File: src/rtl/pcm_tx_pkg.sv
package pcm_tx_pkg;

    typedef struct packed {
        logic master;
        logic ljust;
        logic short16;
    } tx_cfg_t;

    typedef enum logic {
        CH_LEFT  = 1'b0,
        CH_RIGHT = 1'b1
    } chan_e;

    // Frame clock level that marks the left half frame.
    function automatic logic left_level(input tx_cfg_t c);
        return c.ljust;
    endfunction

    // Short words are a slave-only option.
    function automatic logic use_short(input tx_cfg_t c);
        return c.short16 & ~c.master;
    endfunction

endpackage

File: src/rtl/pcm_tx_sync.sv
module pcm_tx_sync #(
    parameter int STAGES = 2,
    parameter int WIDTH  = 2
) (
    input  logic             clk,
    input  logic [WIDTH-1:0] d,
    output logic [WIDTH-1:0] q
);
    generate
        if (STAGES == 0) begin : g_bypass
            assign q = d;
        end else begin : g_chain
            logic [WIDTH-1:0] stg [STAGES];
            always_ff @(posedge clk) stg[0] <= d;
            for (genvar i = 1; i < STAGES; i++) begin : g_stage
                always_ff @(posedge clk) stg[i] <= stg[i-1];
            end
            assign q = stg[STAGES-1];
        end
    endgenerate
endmodule

File: src/rtl/pcm_tx_edge.sv
module pcm_tx_edge (
    input  logic clk,
    input  logic rst,
    input  logic bck,
    input  logic lrck,
    output logic bck_fall,
    output logic half_start
);
    logic bck_q;
    logic lr_seen;

    assign bck_fall   = bck_q & ~bck;
    assign half_start = bck_fall & (lrck != lr_seen);

    always_ff @(posedge clk) begin
        bck_q <= bck;
        if (rst)
            lr_seen <= lrck;
        else if (bck_fall)
            lr_seen <= lrck;
    end
endmodule

File: src/rtl/pcm_tx_cfg.sv
module pcm_tx_cfg
    import pcm_tx_pkg::*;
(
    input  logic    clk,
    input  logic    rst,
    input  tx_cfg_t pins,
    output tx_cfg_t cfg,
    output logic    dir_out
);
    always_ff @(posedge clk) begin
        if (rst) begin
            cfg     <= pins;
            dir_out <= 1'b0;
        end else begin
            dir_out <= cfg.master;
        end
    end
endmodule

File: src/rtl/pcm_tx_gate.sv
module pcm_tx_gate #(
    parameter int START_FRAMES = 136
) (
    input  logic clk,
    input  logic rst,
    input  logic left_start,
    output logic open_now,
    output logic live
);
    localparam int CW = $clog2(START_FRAMES + 1);
    localparam logic [CW-1:0] LAST = CW'(START_FRAMES - 1);

    logic [CW-1:0] cnt;

    assign open_now = live | (left_start && cnt == LAST);

    always_ff @(posedge clk) begin
        if (rst) begin
            cnt  <= '0;
            live <= 1'b0;
        end else if (left_start && !live) begin
            cnt <= cnt + CW'(1);
            if (cnt == LAST)
                live <= 1'b1;
        end
    end
endmodule

File: src/rtl/pcm_tx_shift.sv
module pcm_tx_shift
    import pcm_tx_pkg::*;
#(
    parameter int SAMPLE_W = 24,
    parameter int SHORT_W  = 16,
    parameter int SLOT_W   = 32
) (
    input  logic                clk,
    input  logic                rst,
    input  tx_cfg_t             cfg,
    input  logic [SAMPLE_W-1:0] sample_l,
    input  logic [SAMPLE_W-1:0] sample_r,
    input  logic                sample_vld,
    input  logic                bck_fall,
    input  logic                half_start,
    input  chan_e               chan,
    input  logic                open_now,
    output logic                sdo
);
    localparam int PAD_LONG  = SLOT_W - SAMPLE_W;
    localparam int PAD_SHORT = SLOT_W - SHORT_W;

    function automatic logic [SLOT_W-1:0] align(input logic [SAMPLE_W-1:0] w,
                                                input logic s);
        if (s)
            return {w[SAMPLE_W-1 -: SHORT_W], {PAD_SHORT{1'b0}}};
        return {w, {PAD_LONG{1'b0}}};
    endfunction

    logic [SAMPLE_W-1:0] hold_l, hold_r, frame_r;
    logic [SLOT_W-1:0]   sr, load_vec;
    logic                pend, stream_bit;

    assign load_vec   = open_now
                      ? align((chan == CH_LEFT) ? hold_l : frame_r, use_short(cfg))
                      : '0;
    assign stream_bit = half_start ? load_vec[SLOT_W-1] : sr[SLOT_W-1];

    always_ff @(posedge clk) begin
        if (rst) begin
            hold_l  <= '0;
            hold_r  <= '0;
            frame_r <= '0;
            sr      <= '0;
            pend    <= 1'b0;
            sdo     <= 1'b0;
        end else begin
            if (sample_vld) begin
                hold_l <= sample_l;
                hold_r <= sample_r;
            end
            if (half_start && chan == CH_LEFT)
                frame_r <= hold_r;
            if (bck_fall) begin
                sr <= half_start ? (load_vec << 1) : (sr << 1);
                if (cfg.ljust) begin
                    sdo <= stream_bit;
                end else begin
                    sdo  <= pend;
                    pend <= stream_bit;
                end
            end
        end
    end
endmodule

File: src/rtl/pcm_serial_tx.sv
module pcm_serial_tx
    import pcm_tx_pkg::*;
#(
    parameter int SAMPLE_W     = 24,
    parameter int SHORT_W      = 16,
    parameter int SLOT_W       = 32,
    parameter int START_FRAMES = 136,
    parameter int SYNC_STAGES  = 2
) (
    input  logic                clk,
    input  logic                rst,
    input  logic                fmt_master,
    input  logic                fmt_ljust,
    input  logic                fmt_short,
    input  logic [SAMPLE_W-1:0] sample_l,
    input  logic [SAMPLE_W-1:0] sample_r,
    input  logic                sample_vld,
    input  logic                ext_bck,
    input  logic                ext_lrck,
    input  logic                gen_bck,
    input  logic                gen_lrck,
    output logic                sdo,
    output logic                clk_pins_out
);
    tx_cfg_t    cfg;
    logic [1:0] ext_sync;
    logic       bck_sel, lr_sel;
    logic       bck_fall, half_start, open_now, live;
    chan_e      chan;

    pcm_tx_cfg u_cfg (
        .clk     (clk),
        .rst     (rst),
        .pins    ('{master: fmt_master, ljust: fmt_ljust, short16: fmt_short}),
        .cfg     (cfg),
        .dir_out (clk_pins_out)
    );

    pcm_tx_sync #(.STAGES(SYNC_STAGES), .WIDTH(2)) u_sync (
        .clk (clk),
        .d   ({ext_bck, ext_lrck}),
        .q   (ext_sync)
    );

    assign bck_sel = cfg.master ? gen_bck  : ext_sync[1];
    assign lr_sel  = cfg.master ? gen_lrck : ext_sync[0];
    assign chan    = (lr_sel == left_level(cfg)) ? CH_LEFT : CH_RIGHT;

    pcm_tx_edge u_edge (
        .clk        (clk),
        .rst        (rst),
        .bck        (bck_sel),
        .lrck       (lr_sel),
        .bck_fall   (bck_fall),
        .half_start (half_start)
    );

    pcm_tx_gate #(.START_FRAMES(START_FRAMES)) u_gate (
        .clk        (clk),
        .rst        (rst),
        .left_start (half_start && chan == CH_LEFT),
        .open_now   (open_now),
        .live       (live)
    );

    pcm_tx_shift #(.SAMPLE_W(SAMPLE_W), .SHORT_W(SHORT_W), .SLOT_W(SLOT_W)) u_shift (
        .clk        (clk),
        .rst        (rst),
        .cfg        (cfg),
        .sample_l   (sample_l),
        .sample_r   (sample_r),
        .sample_vld (sample_vld),
        .bck_fall   (bck_fall),
        .half_start (half_start),
        .chan       (chan),
        .open_now   (open_now),
        .sdo        (sdo)
    );
endmodule

File: config.mk
export PLATFORM = sky130hd
export DESIGN_NAME = pcm_serial_tx
export DESIGN_NICKNAME = d
export VERILOG_FILES = /design/src/rtl/pcm_tx_pkg.sv /design/src/rtl/pcm_tx_sync.sv /design/src/rtl/pcm_tx_edge.sv /design/src/rtl/pcm_tx_cfg.sv /design/src/rtl/pcm_tx_gate.sv /design/src/rtl/pcm_tx_shift.sv /design/src/rtl/pcm_serial_tx.sv
export SDC_FILE = /design/constraint.sdc
export NUM_CORES = 1
export LEC_CHECK = 0
export BUFFER_PORTS_ARGS = -buffer_cell sky130_fd_sc_hd__buf_2
export CORE_UTILIZATION = 45
export CTS_CLUSTER_SIZE = 10
export DETAILED_ROUTE_END_ITERATION = 7
export PLACE_DENSITY = 0.67
export SYNTH_ARGS = -nofsm -noshare
export SYNTH_HDL_FRONTEND = slang
export SYNTH_SLANG_ARGS = --single-unit
File: constraint.sdc
create_clock -name clk -period 1.91 [get_ports clk]
set_clock_uncertainty 0.1 [all_clocks]
set_input_delay 0 -clock clk [delete_from_list [all_inputs] [get_ports clk]]
set_output_delay 0 -clock clk [all_outputs]
set_load 0.02 [all_outputs]
==> summary.txt, run 1 <==
Critical path
  – Crit. End Element: flip-flop
  – Crit-path max FO: 8
  – Setup Crit Path Kind: reg2reg
  – Arr. time, crit path: between 2 and 2.5 ns
  – R2R Setup Slk: -0.25 ns
  – R2R cell count: 7
  – Worst EP required: 2.24 ns
  – Reg2reg start: u_cfg.cfg[2]
  – Crit path from: u_cfg.cfg[2]
  – Reg2reg end: u_shift.sr[16]
  – Setup crit start kind: flip-flop

Die
  – IO Pins: 60
  – Die height: around 100 um
  – Die X: between 100 and 150 um
  – Core Area: approximately 10000 sq um
  – Site Rows: 36
  – Initial Util: between 40 and 50%
  – DIE AREA: 10900 sq um

Clock network
  – CTS Buffer Depth: 2
  – Clk root buf: clkbuf_8
  – Clk_lat worst skew: around 0.52 ns
  – CTS tree: built
  – H-Tree Depth: 4
  – Inserted Clock Buffers: 17
  – Num Clock Sinks: around 120
  – Hold buffers post-CTS: 124
  – Clk slew on worst S/H paths: 0.06 ns

Synthesis
  – Register bit total from synthesis: approximately 120
  – Net Count, Synth: approximately 550
  – FFs w/ async S/R, synth: 0%
  – Cell taking the most area after synthesis: dfxtp_1
  – Largest cells by area after synthesis: dfxtp_1 (48%), mux2i_1 (16%), nor2_1 (5.4%), a21oi_1 (5.2%), nand2_1 (4.3%)
  – Top cell type's share of synthesized area: a little under half
  – Post-Syn Area per Cell: roughly 9.5 sq um
  – Number of enable flip-flop cells after synthesis: 4
  – Cells after Synth: roughly 500
  – Seq/Total Area, Yosys: 50.3%
  – Mapped cell area: 4700 sq um
  – Prevailing post-synth register cell: dfxtp_1
  – Post-synth cell types: 39
  – Yosys warnings: 0

Cells and area
  – P&R area growth vs syn: 55.6%
  – Antenna Diode Count: 0
  – Fin util: 73.4%
  – Ratio of cells with drive above 1 in the final layout: a little under a quarter
  – Commonest non-fill, non-tap cells in the layout: dlygate4sd3_1 (114), dfxtp_1 (110), mux2i_1 (68)
  – Nets: around 750
  – Most common cell after layout, fill and taps aside: dlygate4sd3_1

STA
  – Rel. slew slack: between 50% and 60%
  – Post-route setup TNS: -5.63 ns
  – Max Transition Viols Final: 0
  – Worst Hold Slack: -0.0810 ns
  – Final setup fails: 54
  – Setup repair after global routing missed its margin: true
  – Tcrit/Tclk final: 113%
  – Setup ws final: -0.245 ns
  – Tmin final: roughly 2.2 ns
  – Final Hold Vio Count: 23
  – Fmax: ~460 MHz
  – Worst slew pin tran: slightly above 0.7 ns

Global route
  – Initial antenna violation count: 0
  – Largest net degree at the start of global routing: a little over 60
  – Overflow after GRT: 0
  – First-pass GRT wire length: about 22 mm
  – All-Layer GR Usage: 25.7%
  – Vias in the first global route: 4655

Detailed routing
  – Post-route ant nets: 0
  – Vias after detailed routing: around 4400
  – DR iter-0 viols: around 270
  – Post-Route WL: 13.4 mm
  – Drt drc: 0
  – WL/cell: between 15 and 20 um
  – DR vias/cell: between 5 and 6
  – Drt pass-1 iters: 4

Power
  – Peak supply drop: approximately 460 uV
  – Pwr dens: about 900 nW/um^2
  – Leakage: 3.13 nW
  – Pwr Total: ~6.4 mW

Placement
  – Final Wtd Congestion: ~0.75
  – Detailed Place HPWL: roughly 6.4 mm
  – Port bufs: roughly 60

Min path
  – HP Class: in2reg
  – Hold_sp: rst
  – Min-Delay Path Depth: 2
  – WHS Endpoint: u_shift.hold_l[1]

Run status
  – Status: complete, but fails checks
  – Violated checks: negative hold slack, negative setup slack

Run
  – Max Cap Viol: 0
area by class of cell:
| type | instances | area [sq um] |
|---|---|---|
| inverter | 6 | 22.5 |
| multi-input combinational | 337 | 2360 |
| clock inverter | 5 | 50.0 |
| tap | 133 | 166 |
| timing repair buffer | 214 | 1860 |
| clock buffer | 25 | 484 |
| sequential | 116 | 2360 |
| fill | 652 | 2650 |
through the flow:
| stage | cell area, sq um | worst slack (ns) | cells |
|---|---|---|---|
| CTS | 7280 | -0.137 | 845 |
| finish | 7310 | -0.245 | 836 |
| global placement | 5280 | -0.0872 | 680 |
| detailed placement | 5280 | -0.208 | 680 |
| floorplan | 4700 | -0.0549 | 495 |
| global route | 7310 | -0.357 | 836 |
where the power goes:
group	internal [mW]	switching [mW]	leakage [nW]
registers	2.54	0.0706	0.956
clock network	1.84	1.02	0.268
logic	0.529	0.439	1.91
logic make-up (layout without fill, tap and decap cells):
| kind of cell | after synthesis | count (layout) | synth area share [%] |
|---|---|---|---|
| flip-flops | 116 | 116 | 50.3 |
| adder cells (fa/ha/maj) | 1 | 1 | 0.266 |
| XOR/XNOR | 11 | 11 | 2.45 |
| AO/OA/AOI/OAI | 80 | 80 | 10.0 |
| AND/OR/NAND/NOR | 169 | 170 | 16.5 |
| multiplexers | 75 | 75 | 16.3 |
| buffers and inverters | 43 | 250 | 4.18 |
timing repair:
action | CTS | global route
pin swaps | 12 | 9
cloned | 3 | 0
endpoints found under the hold margin | 81 | 19
resized for setup | 25 | 24
setup buffers | 8 | 1
endpoints found under the setup margin | 55 | 69
worst max-delay path: stages (launching register included):
cell,delay [ns]
edfxtp_1,0.44
mux2i_4,0.32
buf_6,0.15
xor2_4,0.23
buf_8,0.19
mux2i_2,0.08
o31ai_1,0.29
nor3b_2,0.27
state kept, by name, summed over array words and instances (netlist names):
register            count
u_sync.g_chain.stg      4
u_edge.bck_q            1
u_cfg.dir_out           1
u_shift.sdo             1
u_shift.hold_l         24
u_gate.cnt              8
u_edge.lr_seen          1
u_shift.hold_r         24
u_cfg.cfg               3
u_gate.live             1
u_shift.sr             23
u_shift.pend            1
u_shift.frame_r        24
routing by layer:
layer	vias up	track usage, %	share of wire (%)
li1	2106	-	-
met1	2108	28.1	40
met2	152	46.2	52
met3	30	5.45	4.9
met4	0	14.0	2.7
met5	-	0	0
cells in the mapped netlist, drive strengths merged (7+ instances only):
master,number
a21oi,49
and3,17
buf,12
clkbuf,25
dfxtp,112
mux2i,74
nand2,54
nor2,68
nor3b,7
o22ai,15
o31ai,8
xnor2,8
worst max path at each step:
stage                               end  cells past startpoint
floorplan           u_shift.frame_r[20]                      8
global placement         u_shift.sr[13]                      5
detailed placement       u_shift.sr[12]                      5
CTS                      u_shift.sr[16]                      7
global route             u_shift.sr[16]                      7
finish                   u_shift.sr[16]                      7
No activity file was read; power rests on OpenSTA's default activity.
==> inputs of run 2 (changes only) <==
--- a/config.mk
+++ b/config.mk
@@ -5,6 +5,7 @@
 export SDC_FILE = /design/constraint.sdc
 export NUM_CORES = 1
 export LEC_CHECK = 0
+export ABC_AREA = 1
 export BUFFER_PORTS_ARGS = -buffer_cell sky130_fd_sc_hd__buf_2
 export CORE_UTILIZATION = 45
 export CTS_CLUSTER_SIZE = 10
==> summary.txt, run 2 <==
Global route
  – Initial antenna violation count: 0
  – Overflow after GRT: 0
  – First-pass GRT wire length: between 15 and 20 mm
  – Largest net degree at the start of global routing: between 80 and 90
  – All-Layer GR Usage: between 20% and 30%
  – Vias in the first global route: 4405

Clock network
  – Clk root buf: clkbuf_8
  – Num Clock Sinks: 116
  – Clk slew on worst S/H paths: 0.06 ns
  – CTS tree: built
  – Inserted Clock Buffers: 17
  – H-Tree Depth: 4
  – Clk_lat worst skew: ~0.53 ns
  – CTS Buffer Depth: 2

Cells and area
  – Nets: 860
  – Most common cell after layout, fill and taps aside: nor2_1
  – Biggest regs: u_shift.frame_r (24), u_shift.hold_l (24), u_shift.hold_r (24)
  – Antenna Diode Count: 0
  – Post-route cell area: roughly 6600 sq um
  – P&R area growth vs syn: 35.9%
  – Ratio of cells with drive above 1 in the final layout: 15.1%
  – Commonest non-fill, non-tap cells in the layout: nor2_1 (174), nand2_1 (165), dfxtp_1 (112)

Placement
  – Detailed Place HPWL: 6.90 mm
  – Placed cell areas: roughly 5200 sq um
  – Port bufs: 59
  – Final Wtd Congestion: 0.758

Synthesis
  – Synth Area in XOR/XNOR: less than 1%
  – Number of enable flip-flop cells after synthesis: 4
  – Cell taking the most area after synthesis: dfxtp_1
  – Post-synth cell types: 29
  – Register bit total from synthesis: about 120
  – Largest cells by area after synthesis: dfxtp_1 (46%), nor2_1 (13%), nand2_1 (13%), o21ai_0 (7.4%), a21oi_1 (2.7%)
  – Post-Synth Simple-Gate Area: a little under a third
  – Post-Syn Area per Cell: between 7 and 8 sq um
  – Main combinational cell family by area after synthesis: simple AND/OR/NAND/NOR gates
  – FFs w/ async S/R, synth: 0%
  – Mapped cell area: a little under 5000 sq um
  – Adder-Cell Fraction of Synth Area: less than 1%
  – Net Count, Synth: 736
  – Synth Area in Compound Gates: ~12%
  – Post-synthesis mux area share: 0%
  – Post-synth top cells: nor2_1 (174), nand2_1 (165), dfxtp_1 (112)
  – Cells after Synth: a little under 700
  – Top cell type's share of synthesized area: between 40 and 50%
  – Seq/Total Area, Yosys: around half
  – Yosys warnings: 0
  – Top-count cell post-synth: nor2_1
  – Prevailing post-synth register cell: dfxtp_1

Detailed routing
  – WL/cell: 12.1 um
  – DR iter-0 viols: between 200 and 300
  – Post-Route WL: roughly 11 mm
  – DR vias/cell: about 4.8
  – Drt pass-1 iters: 5
  – Post-route ant nets: 0
  – Drt drc: 0
  – Vias after detailed routing: ~4600

STA
  – Tcrit/Tclk final: slightly above 90%
  – Worst slew pin tran: 0.586 ns
  – Rel. slew slack: between 60% and 70%
  – Final Hold Vio Count: 0
  – Setup repair after global routing missed its margin: true
  – Final setup fails: 0
  – Max Transition Viols Final: 0
  – Fmax: around 560 MHz
  – Tmin final: about 1.8 ns

Critical path
  – R2R Setup Slk: between 0.1 and 0.15 ns
  – Setup Crit Path Kind: reg2reg
  – Arr. time, crit path: between 2 and 2.5 ns
  – R2R cell count: 10
  – Reg2reg end: u_gate.cnt[5]
  – Setup crit start kind: flip-flop
  – Worst EP required: around 2.2 ns
  – Crit-path max FO: 8
  – Crit. End Element: flip-flop
  – Crit path from: u_cfg.cfg[2]
  – Reg2reg start: u_cfg.cfg[2]

Min path
  – WHS Endpoint: u_sync.g_chain.stg[0][0]
  – Hold_sp: ext_lrck
  – HP Class: in2reg
  – Min-Delay Path Depth: 2

Die
  – IO Pins: 60
  – Core Area: around 10000 sq um
  – Site Rows: 37
  – Die height: approximately 110 um
  – DIE AREA: about 11000 sq um
  – Die X: 106 um
  – Initial Util: 46.7%

Run status
  – Status: finished clean

Power
  – Pwr dens: between 1000 and 1500 nW/um^2
  – Pwr Total: about 6.6 mW
  – Peak supply drop: about 700 uV
  – Leakage: 2.89 nW

Run
  – Max Cap Viol: 0
## run 2: cell types whose count changed in the layout (fill, tap and decap cells not counted), moves of 23 or more
cell           change
mux2i_1           -68
o21ai_0           +65
dlygate4sd3_1     -42
nand2_1          +111
nor2_1           +108
buf_4             -23
## run 2: timing repair
action | in CTS | in global routing
pin swaps | 0 | 3
gates resized for setup | 1 | 12
buffers inserted | 0 | 3
endpoints found under the setup margin | 3 | 53
endpoints found under the hold margin | 72 | 0
hold buffers | 72 | 0
## run 2: critical path, cell delays in order, from the launching register on
cell	delay, ns
edfxtp_1	0.43
inv_2	0.13
nand2_2	0.08
nand3_2	0.10
nand2_4	0.11
nor2_8	0.13
nand2_4	0.11
nor2_4	0.17
nand2_1	0.09
o21ai_0	0.16
nor2_1	0.05
## run 2: how the worst max path moves through the flow
| stage | to | cells after the start |
|---|---|---|
| 3_5_place_dp | u_shift.sr[14] | 7 |
| 3_3_place_gp | u_shift.sr[14] | 7 |
| 2_1_floorplan | u_shift.frame_r[10] | 10 |
| 6_report | u_gate.cnt[5] | 10 |
| 5_1_grt | u_gate.cnt[5] | 10 |
| 4_1_cts | u_shift.frame_r[21] | 9 |
## run 2: through the flow
stage | utilization [%] | setup WS, ns | instances | hold slack (ns) | setup TNS [ns]
final | 63.4 | 0.128 | 950 | 0.0121 | 0
after global routing | 63.4 | -0.0296 | 950 | 0.0269 | -0.0582
after CTS | 62.9 | 0.00428 | 947 | 0.00157 | 0
after detailed placement | 50.1 | -0.00822 | 843 | 0.00899 | -0.00822
after global placement | 50.1 | 0.0563 | 843 | 0.00556 | 0
after floorplan | - | 0.249 | 677 | -0.0723 | 0
## run 2: kinds of logic (layout without fill, tap and decap cells)
kind of cell / count (synthesis) / after routing
simple gates: 373 / 373
flops: 116 / 116
xor+xnor: 3 / 3
fa+ha+maj: 1 / 1
buf+inv: 67 / 204
compound gates: 117 / 117
## run 2: final cells by class
class	instances	area [sq um]
repair buffers	142	1150
clock buffers	18	418
flip-flops and latches	116	2360
clock inverters	14	175
fillers	873	3790
inverters	30	118
multi-input cells	494	2180
well taps	136	170
## run 2: layer usage
metal  wire length [um]  GRT usage (%)
met1               5420           28.3
met2               5440           37.0
met3                419           5.63
met4                203           9.03
met5                  0              0
## run 2: power breakdown
part           switching, mW  internal [mW]  total (mW)
sequential            0.0815           2.59        2.67
combinational          0.426          0.337       0.762
clock                   1.17           2.00        3.17
